==> src/rtl/sfb_pkg.sv <==
package sfb_pkg;
  localparam logic [7:0] OFS_ACTIVE = 8'h00;
  localparam logic [7:0] OFS_RAW    = 8'h04;
  localparam logic [7:0] OFS_MASK   = 8'h08;
  localparam logic [7:0] OFS_ICLR   = 8'h0C;
  localparam logic [7:0] OFS_OVF    = 8'h10;
  localparam logic [7:0] OFS_UNF    = 8'h18;

  localparam logic [31:0] LANE_BASE   = 32'h40;
  localparam int unsigned LANE_STRIDE = 32;

  localparam logic [4:0] SUB_SEL  = 5'h00;
  localparam logic [4:0] SUB_CTRL = 5'h04;
  localparam logic [4:0] SUB_DATA = 5'h08;
  localparam logic [4:0] SUB_STAT = 5'h0C;

  localparam logic [31:0] SEL_KEEP   = 32'h3333_3333;
  localparam logic [31:0] LCG_MUL    = 32'd314159;
  localparam logic [31:0] LCG_INC    = 32'd1;
  localparam logic [31:0] NOISE_BASE = 32'h200;

  // Packs the queue status: rd ptr 3:0, wr ptr 7:4, empty 8, full 12.
  function automatic logic [31:0] pack_status(input logic [3:0] rd_ptr,
                                              input logic [3:0] wr_ptr,
                                              input logic       is_empty,
                                              input logic       is_full);
    return {19'd0, is_full, 3'd0, is_empty, wr_ptr, rd_ptr};
  endfunction
endpackage

==> src/rtl/sfb_lane.sv <==
module sfb_lane #(
  parameter int unsigned DEPTH = 16,
  parameter int unsigned DW    = 16
) (
  input  logic          clk,
  input  logic          rst_n,
  input  logic          push_req,
  input  logic [DW-1:0] push_data,
  input  logic          pop_req,
  output logic [DW-1:0] out_data,
  output logic [3:0]    rd_ptr_o,
  output logic [3:0]    wr_ptr_o,
  output logic          empty_o,
  output logic          full_o,
  output logic          push_err,
  output logic          pop_err
);
  localparam int unsigned PW = $clog2(DEPTH);
  localparam logic [PW-1:0] LAST = PW'(DEPTH - 1);

  logic [DW-1:0] mem_q [DEPTH];
  logic [PW-1:0] wr_q, wr_d, rd_q, rd_d, wr_inc, rd_inc;
  logic          empty_q, empty_d, full_q, full_d;
  logic          push_ok, pop_ok;

  always_comb begin
    wr_inc  = (wr_q == LAST) ? '0 : wr_q + 1'b1;
    rd_inc  = (rd_q == LAST) ? '0 : rd_q + 1'b1;
    push_ok = push_req && !full_q;
    pop_ok  = pop_req && !empty_q;
    wr_d    = push_ok ? wr_inc : wr_q;
    rd_d    = pop_ok ? rd_inc : rd_q;
    empty_d = empty_q;
    full_d  = full_q;
    if (push_ok && !pop_ok) begin
      empty_d = 1'b0;
      full_d  = (wr_inc == rd_q);
    end else if (pop_ok && !push_ok) begin
      full_d  = 1'b0;
      empty_d = (rd_inc == wr_q);
    end
  end

  always_ff @(posedge clk or negedge rst_n) begin
    if (!rst_n) begin
      wr_q    <= '0;
      rd_q    <= '0;
      empty_q <= 1'b1;
      full_q  <= 1'b0;
    end else begin
      wr_q    <= wr_d;
      rd_q    <= rd_d;
      empty_q <= empty_d;
      full_q  <= full_d;
    end
  end

  always_ff @(posedge clk) begin
    if (push_ok) mem_q[wr_q] <= push_data;
  end

  assign out_data = mem_q[rd_q];
  assign rd_ptr_o = 4'(rd_q);
  assign wr_ptr_o = 4'(wr_q);
  assign empty_o  = empty_q;
  assign full_o   = full_q;
  assign push_err = push_req && full_q;
  assign pop_err  = pop_req && empty_q;

  // full and empty never both set
  a_r3_flags_exclusive: assert property (@(posedge clk) disable iff (!rst_n)
    !(full_q && empty_q));
  // a push into a full queue does not move the write pointer
  a_r3_drop_holds_wr: assert property (@(posedge clk) disable iff (!rst_n)
    (push_req && full_q) |=> $stable(wr_q));
  // a successful read moves the read pointer
  a_r4_pop_moves_rd: assert property (@(posedge clk) disable iff (!rst_n)
    (pop_req && !empty_q) |=> (rd_q != $past(rd_q)));
  // a read of an empty queue leaves the read pointer
  a_r5_underflow_holds_rd: assert property (@(posedge clk) disable iff (!rst_n)
    (pop_req && empty_q) |=> $stable(rd_q));
endmodule

==> src/rtl/sfb_noise.sv <==
module sfb_noise
  import sfb_pkg::*;
#(
  parameter int unsigned DW = 16
) (
  input  logic          clk,
  input  logic          rst_n,
  input  logic          adv,
  output logic [DW-1:0] smp_o
);
  logic [31:0] st_q, st_d, nxt;

  always_comb begin
    nxt  = st_q * LCG_MUL + LCG_INC;
    st_d = adv ? nxt : st_q;
  end

  always_ff @(posedge clk or negedge rst_n) begin
    if (!rst_n) st_q <= '0;
    else        st_q <= st_d;
  end

  assign smp_o = DW'(NOISE_BASE + {29'd0, nxt[18:16]});

  // noise state only moves on an accepted trigger
  a_r8_noise_holds: assert property (@(posedge clk) disable iff (!rst_n)
    !adv |=> $stable(st_q));
endmodule

==> src/rtl/sample_fifo_bank.sv <==
module sample_fifo_bank
  import sfb_pkg::*;
#(
  parameter int unsigned N_LANE = 4,
  parameter int unsigned DEPTH  = 16,
  parameter int unsigned DW     = 16
) (
  input  logic                      clk,
  input  logic                      rst_n,
  input  logic [7:0]                bus_addr,
  input  logic                      bus_wr,
  input  logic                      bus_rd,
  input  logic [31:0]               bus_wdata,
  output logic [31:0]               bus_rdata,
  input  logic                      smp_valid,
  input  logic [$clog2(N_LANE)-1:0] smp_lane,
  input  logic [DW-1:0]             smp_data,
  input  logic                      trig,
  output logic                      irq
);
  localparam int unsigned LW = $clog2(N_LANE);
  localparam logic [31:0] LANE_SPAN = 32'(N_LANE * LANE_STRIDE);

  // Reset: asynchronous assertion, synchronous release
  logic [1:0] rsync_q;
  logic       rst_i_n;
  always_ff @(posedge clk or negedge rst_n) begin
    if (!rst_n) rsync_q <= 2'b00;
    else        rsync_q <= {rsync_q[0], 1'b1};
  end
  assign rst_i_n = rsync_q[1];

  // Address decode
  logic [31:0]   addr32, lane_off;
  logic          lane_hit;
  logic [LW-1:0] lane_idx;
  logic [4:0]    sub;
  always_comb begin
    addr32   = {24'd0, bus_addr};
    lane_off = addr32 - LANE_BASE;
    lane_hit = (addr32 >= LANE_BASE) && (lane_off < LANE_SPAN);
    lane_idx = lane_off[5 +: LW];
    sub      = bus_addr[4:0];
  end

  // Global registers
  logic [N_LANE-1:0] act_q, act_d, mask_q, mask_d, raw_q, raw_d;
  logic [N_LANE-1:0] ovf_q, ovf_d, unf_q, unf_d;
  logic [N_LANE-1:0] push_err, pop_err;
  logic [N_LANE-1:0] clr_bits;
  logic              trig_ok;
  logic [DW-1:0]     noise_smp;

  assign trig_ok  = trig && act_q[0];
  assign clr_bits = bus_wdata[N_LANE-1:0];

  sfb_noise #(.DW(DW)) u_noise (
    .clk   (clk),
    .rst_n (rst_i_n),
    .adv   (trig_ok),
    .smp_o (noise_smp)
  );

  // Per-lane queues and registers
  logic [DW-1:0] lane_out [N_LANE];
  logic [31:0]   lane_stat [N_LANE];
  logic [31:0]   sel_q [N_LANE];
  logic [7:0]    ctrl_q [N_LANE];

  for (genvar n = 0; n < N_LANE; n++) begin : g_lane
    logic          push_req, pop_req, hit;
    logic [DW-1:0] push_data;
    logic [3:0]    rdp, wrp;
    logic          emp, ful;
    logic [31:0]   sel_d;
    logic [7:0]    ctrl_d;

    assign hit = lane_hit && (lane_idx == LW'(n));

    if (n == 0) begin : g_trig
      assign push_req  = trig_ok || (smp_valid && (smp_lane == LW'(n)));
      assign push_data = trig_ok ? noise_smp : smp_data;
    end else begin : g_plain
      assign push_req  = smp_valid && (smp_lane == LW'(n));
      assign push_data = smp_data;
    end
    assign pop_req = bus_rd && hit && (sub == SUB_DATA);

    sfb_lane #(.DEPTH(DEPTH), .DW(DW)) u_lane (
      .clk       (clk),
      .rst_n     (rst_i_n),
      .push_req  (push_req),
      .push_data (push_data),
      .pop_req   (pop_req),
      .out_data  (lane_out[n]),
      .rd_ptr_o  (rdp),
      .wr_ptr_o  (wrp),
      .empty_o   (emp),
      .full_o    (ful),
      .push_err  (push_err[n]),
      .pop_err   (pop_err[n])
    );
    assign lane_stat[n] = pack_status(rdp, wrp, emp, ful);

    always_comb begin
      sel_d  = sel_q[n];
      ctrl_d = ctrl_q[n];
      if (bus_wr && hit && (sub == SUB_SEL))  sel_d  = bus_wdata & SEL_KEEP;
      if (bus_wr && hit && (sub == SUB_CTRL)) ctrl_d = bus_wdata[7:0];
    end

    always_ff @(posedge clk or negedge rst_i_n) begin
      if (!rst_i_n) begin
        sel_q[n]  <= '0;
        ctrl_q[n] <= '0;
      end else begin
        sel_q[n]  <= sel_d;
        ctrl_q[n] <= ctrl_d;
      end
    end
  end

  // Next state of global registers
  always_comb begin
    logic g_wr;
    g_wr   = bus_wr && !lane_hit;
    act_d  = (g_wr && bus_addr == OFS_ACTIVE) ? clr_bits : act_q;
    mask_d = (g_wr && bus_addr == OFS_MASK) ? clr_bits : mask_q;
    raw_d  = raw_q & ~((g_wr && bus_addr == OFS_ICLR) ? clr_bits : '0);
    raw_d[0] = raw_d[0] | trig_ok;
    ovf_d  = (ovf_q & ~((g_wr && bus_addr == OFS_OVF) ? clr_bits : '0)) | push_err;
    unf_d  = (unf_q & ~((g_wr && bus_addr == OFS_UNF) ? clr_bits : '0)) | pop_err;
  end

  always_ff @(posedge clk or negedge rst_i_n) begin
    if (!rst_i_n) begin
      act_q  <= '0;
      mask_q <= '0;
      raw_q  <= '0;
      ovf_q  <= '0;
      unf_q  <= '0;
    end else begin
      act_q  <= act_d;
      mask_q <= mask_d;
      raw_q  <= raw_d;
      ovf_q  <= ovf_d;
      unf_q  <= unf_d;
    end
  end

  // Read mux
  always_comb begin
    bus_rdata = '0;
    if (lane_hit) begin
      case (sub)
        SUB_SEL:  bus_rdata = sel_q[lane_idx];
        SUB_CTRL: bus_rdata = {24'd0, ctrl_q[lane_idx]};
        SUB_DATA: bus_rdata = 32'(lane_out[lane_idx]);
        SUB_STAT: bus_rdata = lane_stat[lane_idx];
        default:  bus_rdata = '0;
      endcase
    end else begin
      case (bus_addr)
        OFS_ACTIVE: bus_rdata = 32'(act_q);
        OFS_RAW:    bus_rdata = 32'(raw_q);
        OFS_MASK:   bus_rdata = 32'(mask_q);
        OFS_ICLR:   bus_rdata = 32'(raw_q & mask_q);
        OFS_OVF:    bus_rdata = 32'(ovf_q);
        OFS_UNF:    bus_rdata = 32'(unf_q);
        default:    bus_rdata = '0;
      endcase
    end
  end

  assign irq = |(raw_q & mask_q);

  // an accepted trigger leaves raw bit 0 set
  a_r8_accept_sets_raw: assert property (@(posedge clk) disable iff (!rst_i_n)
    trig_ok |=> raw_q[0]);
  // every underflowing read leaves its sticky bit set
  a_r5_unf_sticky: assert property (@(posedge clk) disable iff (!rst_i_n)
    (|pop_err) |=> ((unf_q & $past(pop_err)) == $past(pop_err)));
  // every dropped push leaves its sticky bit set
  a_r3_ovf_sticky: assert property (@(posedge clk) disable iff (!rst_i_n)
    (|push_err) |=> ((ovf_q & $past(push_err)) == $past(push_err)));
endmodule

==> config.mk <==
export PLATFORM = sky130hd
export DESIGN_NAME = sample_fifo_bank
export DESIGN_NICKNAME = d
export VERILOG_FILES = /design/src/rtl/sfb_pkg.sv /design/src/rtl/sfb_lane.sv /design/src/rtl/sfb_noise.sv /design/src/rtl/sample_fifo_bank.sv
export SDC_FILE = /design/constraint.sdc
export NUM_CORES = 2
export LEC_CHECK = 0
export BUFFER_PORTS_ARGS = -buffer_cell sky130_fd_sc_hd__buf_2
export CAP_MARGIN = 5
export CORE_MARGIN = 2
export CORE_UTILIZATION = 50
export DETAILED_ROUTE_END_ITERATION = 6
export PLACE_DENSITY = 0.68
export RECOVER_POWER = 100
export SETUP_SLACK_MARGIN = 0.2
export SLEW_MARGIN = 20
export SYNTH_ARGS = -nofsm -noshare
export SYNTH_HDL_FRONTEND = slang
export SYNTH_HIERARCHICAL = 1
export SYNTH_SLANG_ARGS = --single-unit
==> constraint.sdc <==
create_clock -name clk -period 5.7 [get_ports clk]
set_clock_uncertainty 0.2 [all_clocks]
set_input_delay 0.285 -clock clk [delete_from_list [all_inputs] [get_ports clk]]
set_output_delay 0.285 -clock clk [all_outputs]
set_load 0.005 [all_outputs]
==> impl_metrics.tcl <==
set metrics [dict create \
    result_of_the_run "finished with violations" \
    violations "max-capacitance violations, max-slew violations" \
    core.rowCount 120 \
    max_slew_margin_pct -96.1 \
    critical_path_endpoint_category "flop" \
    clk-insertion-delay-late_ns 0.72 \
    synth_fa_ha_area_share_pct 4.94 \
    r2r_slack_ns 0.27 \
    post-route-drc-count 0 \
    cts_root_buf "sky130_fd_sc_hd__clkbuf_16" \
    synthTopCellsByCount "1,024 x sky130_fd_sc_hd__edfxtp_1, 260 x sky130_fd_sc_hd__mux2i_1, 181 x sky130_fd_sc_hd__inv_1" \
    chipHeight_um 331 \
    cts_tree "done" \
    post_synth_inst_count 3134 \
    grt_setup_unrepaired "yes" \
    synth_top_flop_cell "sky130_fd_sc_hd__edfxtp_1" \
    worst_hold_path_type "input port to flop" \
    syn2layout_area_growth_pct 10.9 \
    layout.core_utilization_pct 55.7 \
    route.top_layer_used "met5" \
    report.final.hold_viol_count 0 \
    synth.most_common_cell "sky130_fd_sc_hd__edfxtp_1" \
    cts.sinks 1201 \
    synth_area_per_cell_um2 17.1 \
    final_hold_slack_ns 0.0672 \
    max_cap_viol_count 32 \
    wl_met3_um 10900 \
    max-clock-path-buffers 3 \
    setup_viol 0 \
    wl_per_cell_um 26.6 \
    synth_xor_area_share_pct 1.34 \
    timing.final.crit_period_ns 5.43 \
    synthMuxAreaShare_pct 15.5 \
    first_pass_grt_wire_length_um 189000 \
    ys_ff_latch 1201 \
    finalWirelength_um 128000 \
    final_cells 4818 \
    clk_transition_reported_paths_ns 0.06 \
    initial_standard_cell_utilization_of_the_core_pct 50.2 \
    synth_edf_count 1024 \
    grt_util_all_layers_pct 23.4 \
    synth.largest_area_cell "sky130_fd_sc_hd__edfxtp_1" \
    crit-reg2reg-capture "g_lane[0].u_lane/mem_q[13][2]" \
    synth_simple_gate_area_share_pct 3.31 \
    cp.required_ns 5.94 \
    grt_antenna_before_repair 16 \
    synth_top_family_by_area "multiplexers" \
    synthTopCellsByArea "sky130_fd_sc_hd__edfxtp_1 57%, sky130_fd_sc_hd__dfrtp_1 8.1%, sky130_fd_sc_hd__mux4_2 7.4%" \
    fin_setup_tns_ns 0 \
    worstReg2RegStart "u_noise/st_q[11]" \
    post_synth_num_cell_types 85 \
    critical_path_arrival_ns 5.67 \
    num-fill-cells 8246 \
    cts_htree_levels 3 \
    count_of_yosys_warnings_during_synthesis 6 \
    routability_congestion 0.869 \
    portBuffers 76 \
    synth_compound_area_share_pct 5.44 \
    critical_path_class "flop to flop" \
    die_x_um 331 \
    finalMaxSlewViolations 1086 \
    dr_total_vias 29300 \
    synth_area_um2 53500 \
    hold_path_startpoint "bus_rd" \
    ff2ff_path_depth 18 \
    yosys.area.top_type_share_pct 57.5 \
    wl_met2_um 61200 \
    synth.yosys.seq_area_share_pct 65.7 \
    diodes 0 \
    vias_per_cell 6.08 \
    die_area_um2 110000 \
    hpwlAfterDp_um 81400 \
    critPathLaunchType "flop" \
    core_area_um2 107000 \
    gr-total-overflow 0 \
    net_count_final 3553 \
    asyncSetResetFlopFracSynth_pct 14.7 \
    placed_cells 4552 \
    drt_iter0_markers 3213 \
    drtAntennaViolNets 0 \
    crit_start "u_noise/st_q[11]" \
    vias_in_the_first_global_route 29300 \
    pin_count_of_the_biggest_net_entering_global_routing 162 \
    drt_pre_antenna_iters 5 \
    drive_above_1_share_pct 18.5 \
    worst_slew_pin_slew_ns 2.94 \
    fin_crit_sh_pct 95.3 \
    achievable-frequency_mhz 184 \
    wl_on_met1_um 52900 \
    critPathMaxFanout 8 \
    cts_inserted_buffers 118 \
    boundary_pin_count 97 \
    worstSetupEndpoint "g_lane[0].u_lane/mem_q[13][2]" \
]
==> area by class of cell <==
type	instances	area [um2]	share of cell area, %
clock buffers	145	3130	5.27
clock inverters	72	656	1.10
inverters	188	708	1.19
multi-input cells	1582	16500	27.8
flip-flops and latches	1201	35200	59.3
well taps	1403	1760	2.96
repair buffers	227	1420	2.40
==> worst max-delay path, cell delays in order, from the launching register on <==
cell and delay (ns):
sky130_fd_sc_hd__dfrtp_1 0.38, sky130_fd_sc_hd__buf_4 0.14, sky130_fd_sc_hd__fa_1 0.47, sky130_fd_sc_hd__ha_1 0.29, sky130_fd_sc_hd__inv_1 0.05, sky130_fd_sc_hd__fa_1 0.47
sky130_fd_sc_hd__inv_1 0.05, sky130_fd_sc_hd__fa_1 0.48, sky130_fd_sc_hd__fa_1 0.54, sky130_fd_sc_hd__inv_1 0.05, sky130_fd_sc_hd__fa_1 0.47, sky130_fd_sc_hd__inv_1 0.04
sky130_fd_sc_hd__ha_2 0.39, sky130_fd_sc_hd__nand4_1 0.09, sky130_fd_sc_hd__nor2_1 0.18, sky130_fd_sc_hd__o21ai_0 0.17, sky130_fd_sc_hd__a21oi_2 0.21, sky130_fd_sc_hd__xnor2_1 0.15
sky130_fd_sc_hd__mux2_2 0.35
==> stage by stage <==
step,area [um2],worst slack (ns)
CTS,59500,0.212
floorplan,53600,0.141
global route,59300,0.0818
detailed placement,55400,0.0525
finish,59300,0.266
global placement,55400,0.0995
==> logic make-up (layout without fill, tap and decap cells) <==
group                    Yosys count  after routing
other                              4             22
buffers and inverters            372            632
AND/OR/NAND/NOR                  341            341
adder cells (fa/ha/maj)          171            171
AO/OA/AOI/OAI                    387            387
flip-flops                      1201           1201
XOR/XNOR                          79             79
multiplexers                     579            582
==> flip-flops by register name, summed over array words and instances, names as in the netlist <==
| signal | flops |
|---|---|
| g_lane.u_lane/empty_o | 4 |
| g_lane.u_lane/mem_q | 1024 |
| u_noise/st_q | 19 |
| rsync_q | 2 |
| raw_q | 4 |
| g_lane.u_lane/wr_ptr_o | 16 |
| g_lane.u_lane/full_o | 4 |
| mask_q | 4 |
| ovf_q | 4 |
| ctrl_q | 32 |
| unf_q | 4 |
| g_lane.u_lane/rd_ptr_o | 16 |
| sel_q | 64 |
| act_q | 4 |
==> worst min-delay path by stage <==
stage | end | slack (ns) | depth (start not counted)
6_report | unf_q[0] | 0.07 | 5
5_1_grt | unf_q[0] | 0.07 | 5
4_1_cts | g_lane[3].u_lane/mem_q[10][12] | 0.01 | 2
3_5_place_dp | rsync_q[0] | -0.12 | 1
3_3_place_gp | rsync_q[0] | -0.13 | 1
2_1_floorplan | rsync_q[0] | -0.21 | 0
==> metal layers <==
| metal | track usage (%) | vias to the layer above |
|---|---|---|
| met4 | 6.47 | 12 |
| met3 | 4.13 | 202 |
| met2 | 37.0 | 1200 |
| met1 | 33.6 | 15300 |
| met5 | 0 | - |
| li1 | - | 12600 |
==> repair_timing <==
item,4_1_cts,5_1_grt
pin swaps,2,18
gates cloned,1,2
resized for setup,6,27
endpoints found under the setup margin,32,49
endpoints found under the hold margin,133,71
setup buffers,1,9
hold buffers,33,2
==> cell usage in the layout, fill, tap and decap left out, types with 73 or more instances in the layout <==
cell	count
sky130_fd_sc_hd__mux2_2	103
sky130_fd_sc_hd__nand2_1	118
sky130_fd_sc_hd__dfrtp_1	166
sky130_fd_sc_hd__clkbuf_16	120
sky130_fd_sc_hd__clkbuf_1	97
sky130_fd_sc_hd__edfxtp_1	1024
sky130_fd_sc_hd__o21ai_0	93
sky130_fd_sc_hd__mux4_2	175
sky130_fd_sc_hd__inv_1	176
sky130_fd_sc_hd__a22oi_1	73
sky130_fd_sc_hd__mux2i_1	260
sky130_fd_sc_hd__ha_1	97
sky130_fd_sc_hd__a221oi_1	127
Power is left out: the tool's default activity adds up to more than one toggle a clock period on the data nets, which glitch-free logic cannot reach.
